`config.mk`:
```
export PLATFORM = sky130hd
export DESIGN_NAME = spi_burst_master
export DESIGN_NICKNAME = d
export VERILOG_FILES = /design/src/rtl/spi_burst_master.sv
export SDC_FILE = /design/constraint.sdc
export NUM_CORES = 1
export LEC_CHECK = 0
export ABC_AREA = 1
export BUFFER_PORTS_ARGS = -buffer_cell sky130_fd_sc_hd__clkbuf_2
export CAP_MARGIN = 20
export CORE_ASPECT_RATIO = 0.5
export CORE_MARGIN = 1.5
export CORE_UTILIZATION = 60
export CTS_CLUSTER_DIAMETER = 60
export DETAILED_ROUTE_END_ITERATION = 8
export GPL_ROUTABILITY_DRIVEN = 0
export HOLD_SLACK_MARGIN = 0.12
export PLACE_DENSITY_LB_ADDON = 0.12
export RECOVER_POWER = 25
export SLEW_MARGIN = 25
export SYNTH_ARGS = -nofsm -noshare
export SYNTH_HDL_FRONTEND = slang
export SYNTH_SLANG_ARGS = --single-unit
```
`constraint.sdc`:
```
create_clock -name clk -period 5.4 [get_ports clk]
set_input_delay 0.27 -clock clk [delete_from_list [all_inputs] [get_ports clk]]
set_output_delay 0.27 -clock clk [all_outputs]
set_load 0.02 [all_outputs]
```
`src/rtl/spi_burst_master.sv`:
```
module spi_burst_master #(
  parameter int DIVW = 16
) (
  input  logic        clk,
  input  logic        rst_n,
  input  logic        reg_we,
  input  logic [2:0]  reg_addr,
  input  logic [31:0] reg_wdata,
  output logic [31:0] reg_rdata,
  output logic        irq,
  output logic        sclk,
  output logic        mosi,
  output logic [1:0]  ss_n,
  input  logic        miso
);
  localparam int NWORD = 4;

  logic [31:0]     dat [NWORD];
  logic [DIVW-1:0] div_q, hcnt;
  logic [4:0]      wl, tb, rb;
  logic [1:0]      nw;
  logic [2:0]      tw, rw;
  logic [7:0]      fcnt;
  logic            lsb, txn, rxn, sel, busy, done, sclk_q, mosi_q, first_rise;

  wire [7:0] nbits = 8'(({6'd0, nw} + 8'd1) * ({3'd0, wl} + 8'd1));
  wire       ev    = busy && (hcnt == div_q);
  wire       rise  = ev && !sclk_q;
  wire       fall  = ev && sclk_q;
  wire       tx_go = txn ? fall : (rise && !first_rise);
  wire       rx_go = rxn ? fall : rise;

  wire [4:0] tb_n = (tb == wl) ? 5'd0 : tb + 5'd1;
  wire [2:0] tw_n = (tb == wl) ? tw + 3'd1 : tw;
  wire [4:0] tpos = lsb ? tb_n : wl - tb_n;
  wire [4:0] rpos = lsb ? rb : wl - rb;
  wire       tx_in = (tw_n <= {1'b0, nw});
  wire       wr_ok = reg_we && !busy;

  assign sclk = sclk_q;
  assign mosi = mosi_q;
  assign irq  = done;
  assign ss_n = !busy ? 2'b11 : (sel ? 2'b01 : 2'b10);

  always_comb begin
    reg_rdata = '0;
    case (reg_addr)
      3'd0: reg_rdata = {18'd0, done, 1'b0, sel, rxn, txn, lsb, nw, wl, busy};
      3'd1: reg_rdata = 32'(div_q);
      3'd4, 3'd5, 3'd6, 3'd7: reg_rdata = dat[reg_addr[1:0]];
      default: reg_rdata = '0;
    endcase
  end

  always_ff @(posedge clk or negedge rst_n) begin
    if (!rst_n) begin
      for (int i = 0; i < NWORD; i++) dat[i] <= '0;
      div_q <= '0; hcnt <= '0; wl <= '0; nw <= '0;
      tb <= '0; rb <= '0; tw <= '0; rw <= '0; fcnt <= '0;
      lsb <= 1'b0; txn <= 1'b0; rxn <= 1'b0; sel <= 1'b0;
      busy <= 1'b0; done <= 1'b0; sclk_q <= 1'b0; mosi_q <= 1'b0;
      first_rise <= 1'b0;
    end else if (wr_ok) begin
      case (reg_addr)
        3'd0: begin
          wl  <= reg_wdata[5:1];
          nw  <= reg_wdata[7:6];
          lsb <= reg_wdata[8];
          txn <= reg_wdata[9];
          rxn <= reg_wdata[10];
          sel <= reg_wdata[11];
          if (reg_wdata[13]) done <= 1'b0;
          if (reg_wdata[0]) begin
            busy <= 1'b1; done <= 1'b0;
            hcnt <= '0; sclk_q <= 1'b0; first_rise <= 1'b1;
            tb <= '0; rb <= '0; tw <= '0; rw <= '0; fcnt <= '0;
            mosi_q <= dat[0][reg_wdata[8] ? 5'd0 : reg_wdata[5:1]];
          end
        end
        3'd1: div_q <= reg_wdata[DIVW-1:0];
        3'd4, 3'd5, 3'd6, 3'd7: dat[reg_addr[1:0]] <= reg_wdata;
        default: ;
      endcase
    end else if (busy) begin
      if (ev) begin
        hcnt   <= '0;
        sclk_q <= !sclk_q;
      end else begin
        hcnt <= hcnt + 1'b1;
      end
      if (rise) first_rise <= 1'b0;
      if (fall) begin
        if (fcnt == nbits - 8'd1) begin
          busy <= 1'b0;
          done <= 1'b1;
        end else begin
          fcnt <= fcnt + 8'd1;
        end
      end
      if (tx_go) begin
        tb     <= tb_n;
        tw     <= tw_n;
        mosi_q <= tx_in ? dat[tw_n[1:0]][tpos] : 1'b0;
      end
      if (rx_go) begin
        dat[rw[1:0]][rpos] <= miso;
        if (rb == wl) begin
          rb <= '0;
          rw <= rw + 3'd1;
        end else begin
          rb <= rb + 5'd1;
        end
      end
    end
  end


  ss_onehot_chk: assert property (@(posedge clk) disable iff (!rst_n)
    $onehot0(~ss_n));


  sclk_idle_chk: assert property (@(posedge clk) disable iff (!rst_n)
    !busy |-> !sclk_q);


  sclk_hold_chk: assert property (@(posedge clk) disable iff (!rst_n)
    (busy && hcnt != div_q) |=> $stable(sclk_q));


  done_on_end_chk: assert property (@(posedge clk) disable iff (!rst_n)
    $fell(busy) |-> done);


  cfg_frozen_chk: assert property (@(posedge clk) disable iff (!rst_n)
    (busy && $past(busy)) |-> ($stable(div_q) && $stable(wl) && $stable(nw)));


  bit_range_chk: assert property (@(posedge clk) disable iff (!rst_n)
    busy |-> (tb <= wl && rb <= wl));
endmodule

```
### After elaboration in Yosys (flattened, before gate mapping)

Cells that the tools add are included.

* register bits after elaboration: 200
* input bits: 39
* output and inout port bits: 37
* logic and storage cells: 182

* add/sub/neg operators: 11
* multipliers: 1
* magnitude comparators: 10
* equality and inequality tests: 14
* mux-type cells: 88
* bitwise operators: 3
* reductions and logical operators: 33

Operators with widths (count)
* 2-to-1 mux 128 bit: 4
* bitwise mux 128 bit: 2
* 2-to-1 mux 32 bit: 6
* binary-select mux 32 bit (select 2 bit): 2
* demux 32 bit (select 2 bit): 2
* case mux 32 bit (3 select lines): 1
* 2-to-1 mux 16 bit: 5
* 2-to-1 mux 5 bit: 13
* 2-to-1 mux 8 bit: 6
* 2-to-1 mux 1 bit: 32
* 2-to-1 mux 3 bit: 10
* < comparator 5 x 6 -> 1 bit, second input constant: 3
* adder 16 x 1 -> 16 bit, second input constant: 1
* == test 16 bit: 1
* AND reduction 4 bit: 4
* nonzero test 2 bit: 8
* AND reduction 5 bit: 3
* == test 3 bit, second input constant: 4
* adder 5 x 1 -> 5 bit, second input constant: 2
* binary-select mux 1 bit (select 5 bit): 2
* == test 5 bit: 2
* subtractor 5 bit: 2
* >= comparator 3 bit, second input constant: 3
* inverter 2 -> 3 bit: 3
* 22 further kinds: 39

### Logic depth before layout (Yosys ltp)

Gate-level depths: netlist of run 1.

* depth in word-level cells: 12
* mapped depth: 22

### Least setup slack after synthesis of run 1

No wires, ideal clock.

* path type: register -> register
* start point: reg wl[1]
* end point: reg fcnt[3]
* data arrival time: 3.685 ns
* data required time: 5.323 ns
* path slack: 1.638 ns
* stages on the path, launching flop included: 21
* period minus slack after synthesis: 3.762 ns
* cell sequence: dfrtp_1 > ha_1 > xor2_1 > nand2_1 > ha_1 > fa_1 > inv_1 > ha_1 > a21oi_1 > o21ai_0 > xor2_1 > or2_2 > o211ai_1 > nor2_1 > and3_1 > nand2_1 > nand2_2 > inv_2 > nand2_1 > xor2_1 > a21oi_1

* longest elaborated chain between the ends: 6

RTL lines
* start, declared: line 20 `logic [4:0] wl, tb, rb;`
* start signal, assigned: line 66 `wl <= reg_wdata[5:1];`
* adder 5 x 1 -> 6 bit: line 26 `wire [7:0] nbits = 8'(({6'd0, nw} + 8'd1) * ({3'd0, wl} + 8'd1));`
* multiplier 3 x 6 -> 8 bit: line 26
* subtractor 8 x 1 -> 8 bit: line 93 `if (fcnt == nbits - 8'd1) begin`
* == test 8 bit: line 93
* != test 2 bit (no line)
* AND reduction 5 bit (no line)
* end signal, assigned: line 97 `fcnt <= fcnt + 8'd1;`
* end, declared: line 23 `logic [7:0] fcnt;`

No other way between the ends.
A chain may end at the register's enable or synchronous reset.

### Worst setup path after layout of run 1

Same ends and word-level chain as after synthesis.

==> out/qor.yml, run 1 <==
viasPerCell: 6.45
start_kind: "flop"
grt_antenna_before_repair: 1
cts_tree: "yes"
fillers: 2244
grt_pass1_wl_um: 84200
synth_area_leaders: "dfrtp_1 33%, nand2_1 16%, a21oi_1 7.0%"
worstHoldPathCells: 3
postSynth.asyncResetShare_pct: 100
dr.pass1.iters: 9
synth_edf_count: 0
max_freq_mhz: 240
die_x_um: 226
power_density_mw_per_mm2: 215
synth_area_leader_cell: "dfrtp_1"
reg2reg_slack_ns: 1.23
finalSetupViolCount: 0
cts_resized: 0
post_drt_wl_per_cell_um: 21.3
hold_end: "dat[95]$_DFFE_PN0P_"
drv_slew: 100
p_leak_nw: 7.22
syn-num-nets: 2269
overflow: 0
cts_inserted_buffers: 17
io_buffers: 75
met2_length_um: 22400
clock_sinks: 199
cts_htree_levels: 4
postRouteAntennaNets: 0
yosysTopAreaCellShare_pct: 33.3
top_layer: "met5"
ir_drop_mv: 0.228
hp-class: "in2reg"
final_area_mm2: 0.0161
path_class: "reg2reg"
period_needed_ns: 4.17
wl_met1_um: 21800
drt_iter0_drc: 2627
clk_pin_slew_worst_paths_ns: 0.08
rows: 40
r2r_end: "fcnt[3]$_DFFE_PN0P_"
yosys_warnings: 0
hp-start: "reg_wdata[31]"
worstPathArrival_ns: 4.56
maxCapViolCount: 1
synthCells: 2189
clockRootBuffer: "clkbuf_16"
yosysSeqAreaShare_pct: 33.3
dieArea_mm2: 0.0259
rsz0062_at_grt: "false"
r2r-start: "wl[1]$_DFFE_PN0P_"
skew_ns: 0.0145
clock_latency_ns: 0.48
core_area_mm2: 0.0242
worst_ep_required_time_ns: 5.79
dieHeight_um: 115
crit_fanout: 9
synth_area_mm2: 0.0150
drive_gt1_share_pct: 7.93
pin_count: 76
areaGrowthSynthToFinish_pct: 7.63
drc: 1
vias: 16300
wl_met3_um: 7730
place_area_mm2: 0.0154
routed_wl_um: 53900
grt_pass1_vias: 14500
track_usage_pct: 42.5
setup_tns_ns: 0
fin_ws_ns: 1.23
worst_pin_slew_ns: 2.78
postSynthAreaPerCell_um2: 6.83
synthTopCellsByCount: "656 x nand2_1, 209 x a21oi_1, 199 x dfrtp_1"
synth.distinct_cells: 50
ys_ff_latch: 199
diodes: 0
violations: "design-rule violations, max-capacitance violations, max-slew violations"
hpwlAfterDp_um: 35500
yosysMostFrequentCell: "nand2_1"
post-place-ws_ns: 1.28
fin_crit_sh_pct: 77.2
status: "complete, but fails checks"
synth_ff_type: "dfrtp_1"
finalHoldViolations: 0
cp-end-kind: "flop"
clockBufferDepth: 2
grt_max_degree: 100
start_util_pct: 61.7
rr_worst_depth: 22
max_slew_margin_pct: -85.3
final_nets: 2261
[flip-flops by register name (all words and copies together) (netlist names), 2 cells and up]
name,flops
wl,5
rb,5
rw,2
hcnt,16
dat,128
fcnt,8
nw,2
tb,5
tw,3
div_q,16
[final cells by class]
type                    instances  area (um2)  area share [%]
inverters                     177         668            4.15
repair buffers                107         642            3.99
clock buffers                  19         453            2.81
multi-input cells            1679        8710            54.1
clock inverters                13         219            1.36
well taps                     336         420            2.61
flip-flops and latches        199        4980            30.9
[report_power, final]
part | switching (W) | leakage, nW | internal, W
logic | 0.000252 | 4.62 | 0.000119
clock network | 0.000646 | 0.327 | 0.000854
registers | 0.0000513 | 2.28 | 0.00154
[worst max path at each step]
stage,startpoint,to,slack [ns],cells past startpoint
final,wl[1]$_DFFE_PN0P_,fcnt[3]$_DFFE_PN0P_,1.23,22
after global routing,wl[1]$_DFFE_PN0P_,fcnt[3]$_DFFE_PN0P_,0.81,22
after CTS,wl[1]$_DFFE_PN0P_,fcnt[3]$_DFFE_PN0P_,1.25,22
after detailed placement,wl[1]$_DFFE_PN0P_,fcnt[3]$_DFFE_PN0P_,1.28,22
after global placement,wl[1]$_DFFE_PN0P_,fcnt[3]$_DFFE_PN0P_,1.33,22
after floorplan,wl[1]$_DFFE_PN0P_,fcnt[3]$_DFFE_PN0P_,1.64,20
[metrics by stage]
step | hold slack, ns | instances | power [W] | utilization [%]
2_1_floorplan | -0.0256 | 2189 | 0.00181 | -
3_3_place_gp | 0.431 | 2494 | 0.00197 | 63.5
3_5_place_dp | 0.433 | 2494 | 0.00197 | 63.5
4_1_cts | 0.121 | 2530 | 0.00345 | 66.5
5_1_grt | 0.136 | 2530 | 0.00355 | 66.5
6_report | 0.126 | 2530 | 0.00346 | 66.5
[layer usage]
metal,GRT usage (%),up-vias
li1,-,7384
met1,59.3,7537
met2,61.8,1209
met3,14.1,175
met4,13.9,2
met5,0,-
[worst max-delay path, cell delays in order (launching register included)]
cell and delay (ns):
dfrtp_1 0.55, inv_1 0.15, o31ai_1 0.25, nand2_1 0.07, inv_1 0.10, nand2_1 0.06, ha_1 0.30, fa_1 0.53
inv_1 0.04, ha_1 0.33, a21oi_1 0.13, o21ai_0 0.14, xor2_1 0.18, or2_2 0.28, o211ai_1 0.08, nor2_1 0.05
and3_1 0.17, nand2_1 0.08, nand2_2 0.13, inv_2 0.12, nand2_1 0.07, xor2_1 0.15, a21oi_1 0.12
[cell families after synthesis]
family,count (synthesis),share of synthesized area (%)
adders and majority gates,41,3.78
buffers and inverters,311,8.81
and+or+nand+nor,963,26.3
AOI/OAI and AO/OA,639,25.7
xor gates and xnor gates,36,2.11
DFF,199,33.3
[timing repair]
item	CTS	global route
setup buffers	0	0
hold buffers	4	0
hold endpoints to repair	100	0
[cells in the final DEF, fill, tap and decap left out, drive strengths merged, types with 5 or more instances in the layout]
cell / synthesis / layout
o221ai: 14 / 14
clkinv: 4 / 9
nor3: 14 / 14
o22ai: 41 / 41
xnor2: 9 / 9
a22oi: 61 / 61
a21boi: 35 / 35
xor2: 27 / 27
nor2: 110 / 110
a31oi: 23 / 23
a21o: 16 / 16
inv: 173 / 175
nand3: 150 / 150
ha: 34 / 34
o211ai: 7 / 7
buf: 54 / 27
or2: 5 / 5
a21oi: 211 / 211
nand2: 661 / 661
nand4: 13 / 13
o21a: 56 / 56
o31ai: 9 / 9
o21ai: 159 / 159
dfrtp: 199 / 199
fa: 7 / 7
bufinv: 0 / 5
clkbuf: 80 / 95
Power figures use the tool's default switching activity.
==> run 2: changes to the inputs <==
--- a/config.mk
+++ b/config.mk
@@ -10,7 +10,7 @@
 export CAP_MARGIN = 20
 export CORE_ASPECT_RATIO = 0.5
 export CORE_MARGIN = 1.5
-export CORE_UTILIZATION = 60
+export CORE_UTILIZATION = 57
 export CTS_CLUSTER_DIAMETER = 60
 export DETAILED_ROUTE_END_ITERATION = 8
 export GPL_ROUTABILITY_DRIVEN = 0
==> constraint.sdc (replaced) <==
create_clock -name clk -period 3.8 [get_ports clk]
set_input_delay 0.19 -clock clk [delete_from_list [all_inputs] [get_ports clk]]
set_output_delay 0.19 -clock clk [all_outputs]
set_load 0.02 [all_outputs]
==> run 2 against run 1 <==
Against the previous run: the flow finishes with violations (max-capacitance violations, max-slew violations); core utilization is 0.50 points lower; clock power is 44% higher; critical path depth is 1 lower; routed wire length is 3.4% higher; largest power group unchanged; global-route usage is 1.8 points lower; largest cell class unchanged; maximum frequency is 13% higher; die area is 5.2% higher.
==> out/qor.yml, run 2 (same netlist as run 1, synthesis figures left out) <==
power_density_mw_per_mm2: 295
viasPerCell: 6.43
clk_pin_slew_worst_paths_ns: 0.08
p_leak_nw: 7.53
crit_chain: "ha_4 > xor2_2 > buf_4 > nand2_2 > ha_4 > fa_1 > inv_2 > ha_4 > nand2_2 > o21ai_2 > xor2_1 > or2_4 > o211ai_1 > nor2_1 > and3_1 > nand2_1 > nand2_2 > inv_2 > nand2_2 > xor2_1 > a21oi_1"
post_drt_wl_per_cell_um: 21.5
grt_max_degree: 92
areaGrowthSynthToFinish_pct: 12.4
vias: 16700
drc: 0
critPathMaxStageDelay_ns: 0.49
die_x_um: 232
violations: "max-capacitance violations, max-slew violations"
final_nets: 2317
mostFrequentLayoutCells: "649 x nand2_1, 207 x a21oi_1, 197 x dfrtp_1"
hpwlAfterDp_um: 36100
path_class: "reg2reg"
place_area_mm2: 0.0157
start_util_pct: 58.7
status: "complete, but fails checks"
clockBufferDepth: 2
crit_top_cell: "nand2_2"
rows: 41
reg_top3: "dat x128, div_q x16, hcnt x16"
period_needed_ns: 3.70
grt_pass1_wl_um: 86300
max_freq_mhz: 270
stdcell_count: 2596
grt_antenna_before_repair: 0
io_buffers: 75
dr.pass1.iters: 7
drive_gt1_share_pct: 10.4
drv_slew: 91
worst_pin_slew_ns: 2.54
finalSetupViolCount: 0
crit_fanout: 4
overflow: 0
max_slew_margin_pct: -69.3
hp-class: "in2reg"
finalHoldViolations: 0
drt_iter0_drc: 2356
clockRootBuffer: "clkbuf_16"
clock_latency_ns: 0.46
pin_count: 76
rr_worst_depth: 21
fin_crit_sh_pct: 97.4
worstPathArrival_ns: 4.02
dieArea_mm2: 0.0273
cp-end-kind: "flop"
layout_commonest_cell: "nand2_1"
core_area_mm2: 0.0255
clock_sinks: 199
routed_wl_um: 55800
worst_ep_required_time_ns: 4.12
largest_register: "dat"
cts_tree: "yes"
final_area_mm2: 0.0168
cts_inserted_buffers: 17
largest_register_ffs: 128
ir_drop_mv: 0.353
start_kind: "flop"
skew_ns: 0.0157
track_usage_pct: 40.6
dp.cells: 2529
dieHeight_um: 118
worstHoldPathCells: 4
grt_pass1_vias: 15100
reg2reg_slack_ns: 0.1
postRouteAntennaNets: 0
critPathSlowestCell: "fa_1"
maxCapViolCount: 1
cts_htree_levels: 4
==> run 2: layout make-up <==
class / instances / area [um2]
multi-input combinational: 1679 / 8850
inverter: 177 / 668
antenna: 2 / 5.00
timing repair buffer: 163 / 1210
fill: 2301 / 8680
sequential: 199 / 4980
tap: 344 / 430
clock buffer: 19 / 453
clock inverter: 13 / 218
==> run 2: worst paths after layout <==
check / start / to
min in group asynchronous: rst_n / dat[86]$_DFFE_PN0P_
max in group asynchronous: rst_n / wl[0]$_DFFE_PN0P_
worst min-delay path: reg_wdata[9] / dat[9]$_DFFE_PN0P_
worst max register to register: wl[1]$_DFFE_PN0P_ / fcnt[3]$_DFFE_PN0P_
worst min register to register: tw[2]$_DFFE_PN0P_ / tw[2]$_DFFE_PN0P_
worst max-delay path: wl[1]$_DFFE_PN0P_ / fcnt[3]$_DFFE_PN0P_
==> run 2: metal layers <==
metal | global-route usage [%] | vias up | wire length (um)
met2 | 57.7 | 1220 | 23300
met1 | 56.2 | 7786 | 22300
met3 | 14.7 | 186 | 8100
met4 | 15.5 | 0 | 2090
li1 | - | 7494 | -
met5 | 0 | - | 0
==> run 2: timing repair <==
item	4_1_cts	5_1_grt
setup buffers	3	5
resized for setup	3	29
endpoints found under the setup margin	8	9
pin swaps	0	16
hold buffers	25	0
endpoints found under the hold margin	130	0
gates cloned	0	0
==> run 2: through the flow <==
| step | worst slack [ns] | hold WS (ns) | util [%] | total power, W | TNS (ns) |
|---|---|---|---|---|---|
| after CTS | 0.00915 | 0.126 | 65.3 | 0.00493 | 0 |
| after floorplan | 0.0381 | -0.106 | - | 0.00257 | 0 |
| after global placement | 0.0358 | 0.345 | 61.6 | 0.00280 | 0 |
| after global routing | -0.0968 | 0.150 | 65.9 | 0.00507 | -0.559 |
| after detailed placement | -0.0911 | 0.338 | 61.6 | 0.00280 | -0.458 |
| final | 0.0979 | 0.140 | 66.0 | 0.00496 | 0 |
==> run 2: critical path: cells and delay by family, from the launching register on <==
family          cells  cell delay, ns
xor+xnor            3            0.53
simple gates        8            0.80
buf+inv             3            0.24
fa+ha+maj           4            1.20
flops               1            0.46
compound gates      3            0.33
==> run 2: power by group <==
| part | internal [W] | switching [W] | leakage [nW] |
|---|---|---|---|
| sequential | 0.00218 | 0.0000699 | 2.28 |
| clock | 0.00122 | 0.000941 | 0.326 |
| combinational | 0.000186 | 0.000363 | 4.92 |
